**config.mk**
```make
export PLATFORM = sky130hd
export DESIGN_NAME = slot_power_ctrl
export DESIGN_NICKNAME = d
export VERILOG_FILES = /design/src/rtl/slot_pwr_pkg.sv /design/src/rtl/slot_mode_fsm.sv /design/src/rtl/rail_drive.sv /design/src/rtl/oc_deglitch.sv /design/src/rtl/slot_power_ctrl.sv
export SDC_FILE = /design/constraint.sdc
export NUM_CORES = 1
export LEC_CHECK = 0
export ABC_AREA = 1
export BUFFER_PORTS_ARGS = -buffer_cell sky130_fd_sc_hd__buf_2
export CAP_MARGIN = 20
export CORE_ASPECT_RATIO = 1.25
export CORE_MARGIN = 4
export CORE_UTILIZATION = 40
export CTS_CLUSTER_DIAMETER = 120
export DETAILED_ROUTE_END_ITERATION = 10
export GPL_TIMING_DRIVEN = 0
export PLACE_DENSITY_LB_ADDON = 0.2
export SLEW_MARGIN = 20
export SYNTH_ARGS = -nofsm -noshare
export SYNTH_HDL_FRONTEND = slang
export SYNTH_SLANG_ARGS = --single-unit
```
**constraint.sdc**
```tcl
create_clock -name clk -period 1.15 [get_ports clk]
set_input_delay 0 -clock clk [delete_from_list [all_inputs] [get_ports clk]]
set_output_delay 0 -clock clk [all_outputs]
set_load 0.05 [all_outputs]
```
**src/rtl/slot_pwr_pkg.sv**
```systemverilog
package slot_pwr_pkg;

   localparam int NUM_RAILS = 3;
   localparam int RAIL_AUX  = 0;
   localparam int RAIL_M33  = 1;
   localparam int RAIL_M15  = 2;

   typedef enum logic [2:0] {
      MODE_OFF      = 3'd0,
      MODE_SHUTDOWN = 3'd1,
      MODE_NOCARD   = 3'd2,
      MODE_STANDBY  = 3'd3,
      MODE_ACTIVE   = 3'd4
   } slot_mode_e;

   typedef enum logic [1:0] {
      RAIL_FLOAT = 2'd0,
      RAIL_ON    = 2'd1,
      RAIL_GND   = 2'd2
   } rail_cmd_e;

   // Rail command wanted for a given slot mode and rail index.
   function automatic rail_cmd_e rail_target(slot_mode_e m, int idx);
      rail_cmd_e c;
      case (m)
         MODE_SHUTDOWN, MODE_NOCARD: c = RAIL_GND;
         MODE_ACTIVE:                c = RAIL_ON;
         MODE_STANDBY:               c = (idx == RAIL_AUX) ? RAIL_ON : RAIL_FLOAT;
         default:                    c = RAIL_FLOAT;
      endcase
      return c;
   endfunction

endpackage

```
**src/rtl/slot_mode_fsm.sv**
```systemverilog
module slot_mode_fsm
   import slot_pwr_pkg::*;
(
   input  logic       clk,
   input  logic       rst_n,
   input  logic       aux_ok,
   input  logic       mains_ok,
   input  logic       shdn_n,
   input  logic       stby_n,
   input  logic       card,
   output slot_mode_e mode_q
);

   logic       early_q;
   logic       early_d;
   logic       early_now;
   logic       powered_prev;
   slot_mode_e mode_d;

   assign powered_prev = (mode_q == MODE_ACTIVE) || (mode_q == MODE_STANDBY);
   // Standby seen while the slot was not powered with a card latches fully-off.
   assign early_now    = early_q | (~stby_n & ~powered_prev);
   assign early_d      = stby_n ? 1'b0 : early_now;

   always_comb begin
      if (!aux_ok)
         mode_d = MODE_OFF;
      else if (!shdn_n)
         mode_d = MODE_SHUTDOWN;
      else if (!card)
         mode_d = MODE_NOCARD;
      else if (early_now)
         mode_d = MODE_OFF;
      else if (!stby_n)
         mode_d = MODE_STANDBY;
      else if (!mains_ok)
         mode_d = powered_prev ? MODE_STANDBY : MODE_OFF;
      else
         mode_d = MODE_ACTIVE;
   end

   always_ff @(posedge clk or negedge rst_n) begin
      if (!rst_n) begin
         mode_q  <= MODE_OFF;
         early_q <= 1'b0;
      end else begin
         mode_q  <= mode_d;
         early_q <= early_d;
      end
   end

   // latched early standby keeps a powered-up slot dark
   p_early_hold_r5 : assert property (@(posedge clk) disable iff (!rst_n)
      (aux_ok && shdn_n && card && early_q) |=> (mode_q == MODE_OFF));

   // main-supply loss from the active mode keeps auxiliary only
   p_main_loss_r6 : assert property (@(posedge clk) disable iff (!rst_n)
      (aux_ok && shdn_n && card && stby_n && !mains_ok && mode_q == MODE_ACTIVE)
      |=> (mode_q == MODE_STANDBY));

endmodule

```
**src/rtl/rail_drive.sv**
```systemverilog
module rail_drive
   import slot_pwr_pkg::*;
(
   input  logic      clk,
   input  logic      rst_n,
   input  rail_cmd_e target,
   output logic      sw_en,
   output logic      dis_en
);

   logic sw_d;
   logic dis_d;

   // Break-before-make: an opposite path must be released for one cycle first.
   always_comb begin
      sw_d  = 1'b0;
      dis_d = 1'b0;
      case (target)
         RAIL_ON:  sw_d  = ~dis_en;
         RAIL_GND: dis_d = ~sw_en;
         default: ;
      endcase
   end

   always_ff @(posedge clk or negedge rst_n) begin
      if (!rst_n) begin
         sw_en  <= 1'b0;
         dis_en <= 1'b0;
      end else begin
         sw_en  <= sw_d;
         dis_en <= dis_d;
      end
   end

   // switch and discharge never overlap
   p_no_overlap_r10 : assert property (@(posedge clk) disable iff (!rst_n)
      !(sw_en && dis_en));

   // switch turns on only after a cycle with discharge released
   p_gap_on_r10 : assert property (@(posedge clk) disable iff (!rst_n)
      $rose(sw_en) |-> $past(!dis_en));

   // discharge turns on only after a cycle with switch released
   p_gap_dis_r10 : assert property (@(posedge clk) disable iff (!rst_n)
      $rose(dis_en) |-> $past(!sw_en));

endmodule

```
**src/rtl/oc_deglitch.sv**
```systemverilog
module oc_deglitch #(
   parameter int NUM_FLAGS      = 3,
   parameter int DEGLITCH_TICKS = 20
) (
   input  logic                 clk,
   input  logic                 rst_n,
   input  logic                 tick,
   input  logic [NUM_FLAGS-1:0] flags,
   output logic                 oc_active
);

   localparam int CW = $clog2(DEGLITCH_TICKS + 1);
   localparam logic [CW-1:0] LAST = CW'(DEGLITCH_TICKS - 1);

   if (DEGLITCH_TICKS < 2) begin : g_bad_ticks
      $error("oc_deglitch: DEGLITCH_TICKS must be at least 2");
   end
   if (NUM_FLAGS < 1) begin : g_bad_flags
      $error("oc_deglitch: NUM_FLAGS must be at least 1");
   end

   logic          raw;
   logic [CW-1:0] cnt_q;

   assign raw = |flags;

   always_ff @(posedge clk or negedge rst_n) begin
      if (!rst_n) begin
         oc_active <= 1'b0;
         cnt_q     <= '0;
      end else if (raw == oc_active) begin
         cnt_q <= '0;
      end else if (tick) begin
         if (cnt_q == LAST) begin
            oc_active <= raw;
            cnt_q     <= '0;
         end else begin
            cnt_q <= cnt_q + CW'(1);
         end
      end
   end

   // the filtered status moves only on a tick
   p_move_on_tick_r9 : assert property (@(posedge clk) disable iff (!rst_n)
      (oc_active != $past(oc_active)) |-> $past(tick));

   // the filtered status moves only toward the raw condition
   p_move_toward_raw_r8 : assert property (@(posedge clk) disable iff (!rst_n)
      (oc_active != $past(oc_active)) |-> (oc_active == $past(raw)));

endmodule

```
**src/rtl/slot_power_ctrl.sv**
```systemverilog
module slot_power_ctrl
   import slot_pwr_pkg::*;
#(
   parameter int DEGLITCH_TICKS = 20
) (
   input  logic                 clk,
   input  logic                 rst_n,
   input  logic                 tick_1ms,
   input  logic                 aux_ok,
   input  logic                 main33_ok,
   input  logic                 main15_ok,
   input  logic                 shdn_n,
   input  logic                 stby_n,
   input  logic                 cp_a_n,
   input  logic                 cp_b_n,
   input  logic [NUM_RAILS-1:0] oc_flag,
   output logic [NUM_RAILS-1:0] rail_sw_en,
   output logic [NUM_RAILS-1:0] rail_dis_en,
   output logic                 oc_n,
   output logic [2:0]           mode
);

   slot_mode_e mode_q;
   logic       card;
   logic       mains_ok;
   logic       oc_active;

   assign card     = ~cp_a_n | ~cp_b_n;
   assign mains_ok = main33_ok & main15_ok;

   slot_mode_fsm u_fsm (
      .clk      (clk),
      .rst_n    (rst_n),
      .aux_ok   (aux_ok),
      .mains_ok (mains_ok),
      .shdn_n   (shdn_n),
      .stby_n   (stby_n),
      .card     (card),
      .mode_q   (mode_q)
   );

   for (genvar i = 0; i < NUM_RAILS; i++) begin : g_rail
      rail_cmd_e tgt;
      assign tgt = rail_target(mode_q, i);
      rail_drive u_drv (
         .clk    (clk),
         .rst_n  (rst_n),
         .target (tgt),
         .sw_en  (rail_sw_en[i]),
         .dis_en (rail_dis_en[i])
      );
   end

   oc_deglitch #(
      .NUM_FLAGS      (NUM_RAILS),
      .DEGLITCH_TICKS (DEGLITCH_TICKS)
   ) u_oc (
      .clk       (clk),
      .rst_n     (rst_n),
      .tick      (tick_1ms),
      .flags     (oc_flag),
      .oc_active (oc_active)
   );

   assign oc_n = ~oc_active;
   assign mode = mode_q;

   // auxiliary loss forces the off mode next cycle
   p_aux_loss_r1 : assert property (@(posedge clk) disable iff (!rst_n)
      !aux_ok |=> (mode == 3'd0));

   // shutdown dominates everything but auxiliary loss
   p_shutdown_r2 : assert property (@(posedge clk) disable iff (!rst_n)
      (aux_ok && !shdn_n) |=> (mode == 3'd1));

   // rails follow a settled mode one cycle later
   p_active_rails_r11 : assert property (@(posedge clk) disable iff (!rst_n)
      (mode == 3'd4 && $past(mode) == 3'd4 && $past(mode, 2) == 3'd4)
      |-> (rail_sw_en == '1 && rail_dis_en == '0));

endmodule

```
==> flow_summary.yaml <==
outcome:
  outcome: "finished clean"
clock_network:
  cts.clk_slew.worst_paths_ns: 0.10
  cts-root-buf: "clkbuf_4"
  clockBufferDepth: 2
  cts_buffers: 3
  post_cts_buffers: 0
  cts.sinks: 16
  clock_latency_ns: 0.28
  cts_tree: "built"
  h-tree-depth: 1
floorplanning:
  fp.dieW_um: 46.6
  num_rows: 17
  die_y_um: 56.3
  start_util_pct: 42.2
  core_um2: 1770
  dieArea_um2: 2620
  ios: 23
critical_path:
  worstPathArrival_ns: 1.26
  critPathMaxStageDelay_ns: 0.40
  cp-start-kind: "flop"
  timing.critical_path.cells: "ha_2, nand4_1, nand2_2, nor2_1"
  crit_fanout: 3
  crit_slowest_cell: "dfrtp_1"
  critical_path_required_ns: 1.33
  end_kind: "flop"
  crit_type: "reg2reg"
global_route:
  grt.total_usage_pct: 12.5
  grt_pass1_vias: 589
  grt_start_max_net_pins: 17
  grt_pass1_wl_um: 2430
  antenna_found_initial: 0
  grt_overflow: 0
logic_synthesis:
  syn_area_um2: 746
  synth-warning-count: 0
  ys_seq_area_share_pct: 53.7
  syn-num-nets: 95
  synth.distinct_cells: 19
  avgSynthCellArea_um2: 9.21
  synth-seq-cells: 16
  syn_inst: 81
timing:
  tightest_slew_ns: 0.345
  slew_viol_final: 0
  post-route-period-util_pct: 94.2
  hold_slack_ns: 0.00338
  fin_ws_ns: 0.0668
  finalHoldViolations: 0
  max_freq_mhz: 923
  max_slew_margin_pct: 76.8
  finalSetupTns_ns: 0
  fin_crit_ns: 1.08
  setup_viol: 0
  rsz0062_at_grt: "no"
  clock_skew_ns: 0.00603
cells_and_area:
  design_area_um2: 980
  instances_no_fill: 131
  diodes: 0
  post-route-util_pct: 55.5
  nets: 127
  syn2layout_area_growth_pct: 31.4
  drive_gt1_share_pct: 37.5
route:
  wl_per_cell_um: 10.5
  ant_nets: 0
  dr.first_iter.drc_count: 9
  drcViolationCount: 0
  finalWirelength_um: 1380
  drt_pre_antenna_iters: 4
  vias_per_cell: 4.85
  num_vias: 636
power:
  ir_drop_mv: 0.663
  leakage_nw: 0.518
  power_density_nw_per_um2: 1130
  p_total_mw: 1.11
place:
  dp.cells: 121
  placed_area_um2: 878
  port_buffers: 21
  gp_congestion: 0.736
  post-place-ws_ns: 0.0490
  hpwl_um: 1060
hold_path:
  hp-class: "in2reg"
flow_run:
  cap_violations: 0
-- worst max-delay path: cells and delay by family, from the launching register on --
family | cells | cell delay [ns]
DFF | 1 | 0.40
and+or+nand+nor | 3 | 0.38
adders and majority gates | 1 | 0.21
-- power breakdown --
| part | internal, mW | total, mW | switching [mW] |
|---|---|---|---|
| registers | 0.577 | 0.588 | 0.0109 |
| clock network | 0.192 | 0.367 | 0.175 |
| logic | 0.0618 | 0.154 | 0.0925 |
-- sequential cells by signal, summed over array words and instances (netlist names) --
signal,flops
g_rail.u_drv.sw_en,3
u_oc.oc_active,1
g_rail.u_drv.dis_en,3
u_fsm.mode_q,3
u_oc.cnt_q,5
u_fsm.early_q,1
-- area by class of cell --
cell class	instances	area [um2]
clock buffer	4	36.3
multi-input combinational	52	275
sequential	16	404
buffer	7	52.6
fill	156	786
inverter	6	22.5
timing repair buffer	27	165
tap	19	23.8
-- path summary, 6_finish.rpt --
path,slack (ns),cells after the start,startpoint,end
worst max-delay path,0.07,4,u_oc.cnt_q[0],u_oc.cnt_q[4]
worst min-delay path,0.003,4,oc_flag[1],u_oc.cnt_q[1]
worst max register to register,0.07,4,u_oc.cnt_q[0],u_oc.cnt_q[4]
worst min register to register,0.42,1,g_rail[1].u_drv.dis_en,g_rail[1].u_drv.sw_en
max in group asynchronous,0.71,2,rst_n,u_fsm.mode_q[1]
min in group asynchronous,0.16,2,rst_n,u_oc.cnt_q[0]
-- per-layer routing --
layer / wire length [um] / track usage (%)
met5: 0 / 0
met4: 22 / 5.93
met3: 66 / 2.88
met2: 696 / 20.3
met1: 590 / 15.1
-- cell usage after synthesis --
cell / number / share of area (%)
nand4_1: 2 / 1.7
dfrtp_1: 16 / 54
a21oi_1: 6 / 4.0
nand2_1: 11 / 5.5
nand3_1: 4 / 2.7
ha_1: 1 / 1.7
xor2_1: 2 / 2.3
a211o_1: 1 / 1.2
inv_1: 6 / 3.0
o21ai_1: 1 / 0.67
o21ai_0: 2 / 1.3
a21oi_2: 1 / 1.2
mux2i_1: 1 / 1.3
nand3_2: 1 / 1.3
nand2_2: 2 / 1.7
nor2_2: 1 / 0.84
nor2_1: 15 / 7.5
buf_4: 7 / 7.0
xnor2_1: 1 / 1.2
-- cell usage in the layout, fill, tap and decap left out --
cell type	count
inv_1	6
nor2_1	15
a21oi_2	1
ha_2	1
nand3_1	4
nand3_2	1
nand2_1	10
clkbuf_8	1
xor2_1	2
o21ai_1	1
dfrtp_1	13
a211o_1	1
buf_2	21
dlygate4sd3_1	6
clkbuf_4	3
nand2_2	3
xnor2_1	1
a21oi_1	6
buf_4	7
nor2_2	1
o21ai_0	2
nand4_1	2
mux2i_1	1
dfrtp_2	3
-- logic make-up (layout without fill, tap and decap cells) --
family	after synthesis	after routing	share of synthesized area (%)
and+or+nand+nor	36	36	21.3
DFF	16	16	53.7
buffers and inverters	13	44	10.1
AOI/OAI and AO/OA	11	11	8.39
xor gates and xnor gates	3	3	3.52
adders and majority gates	1	1	1.68
muxes	1	1	1.34
-- timing repair --
action | CTS | global route
endpoints found under the setup margin | 0 | 3
hold buffers | 6 | 0
resized for setup | 0 | 2
hold endpoints to repair | 20 | 0
(Power assumes the default switching activity.)
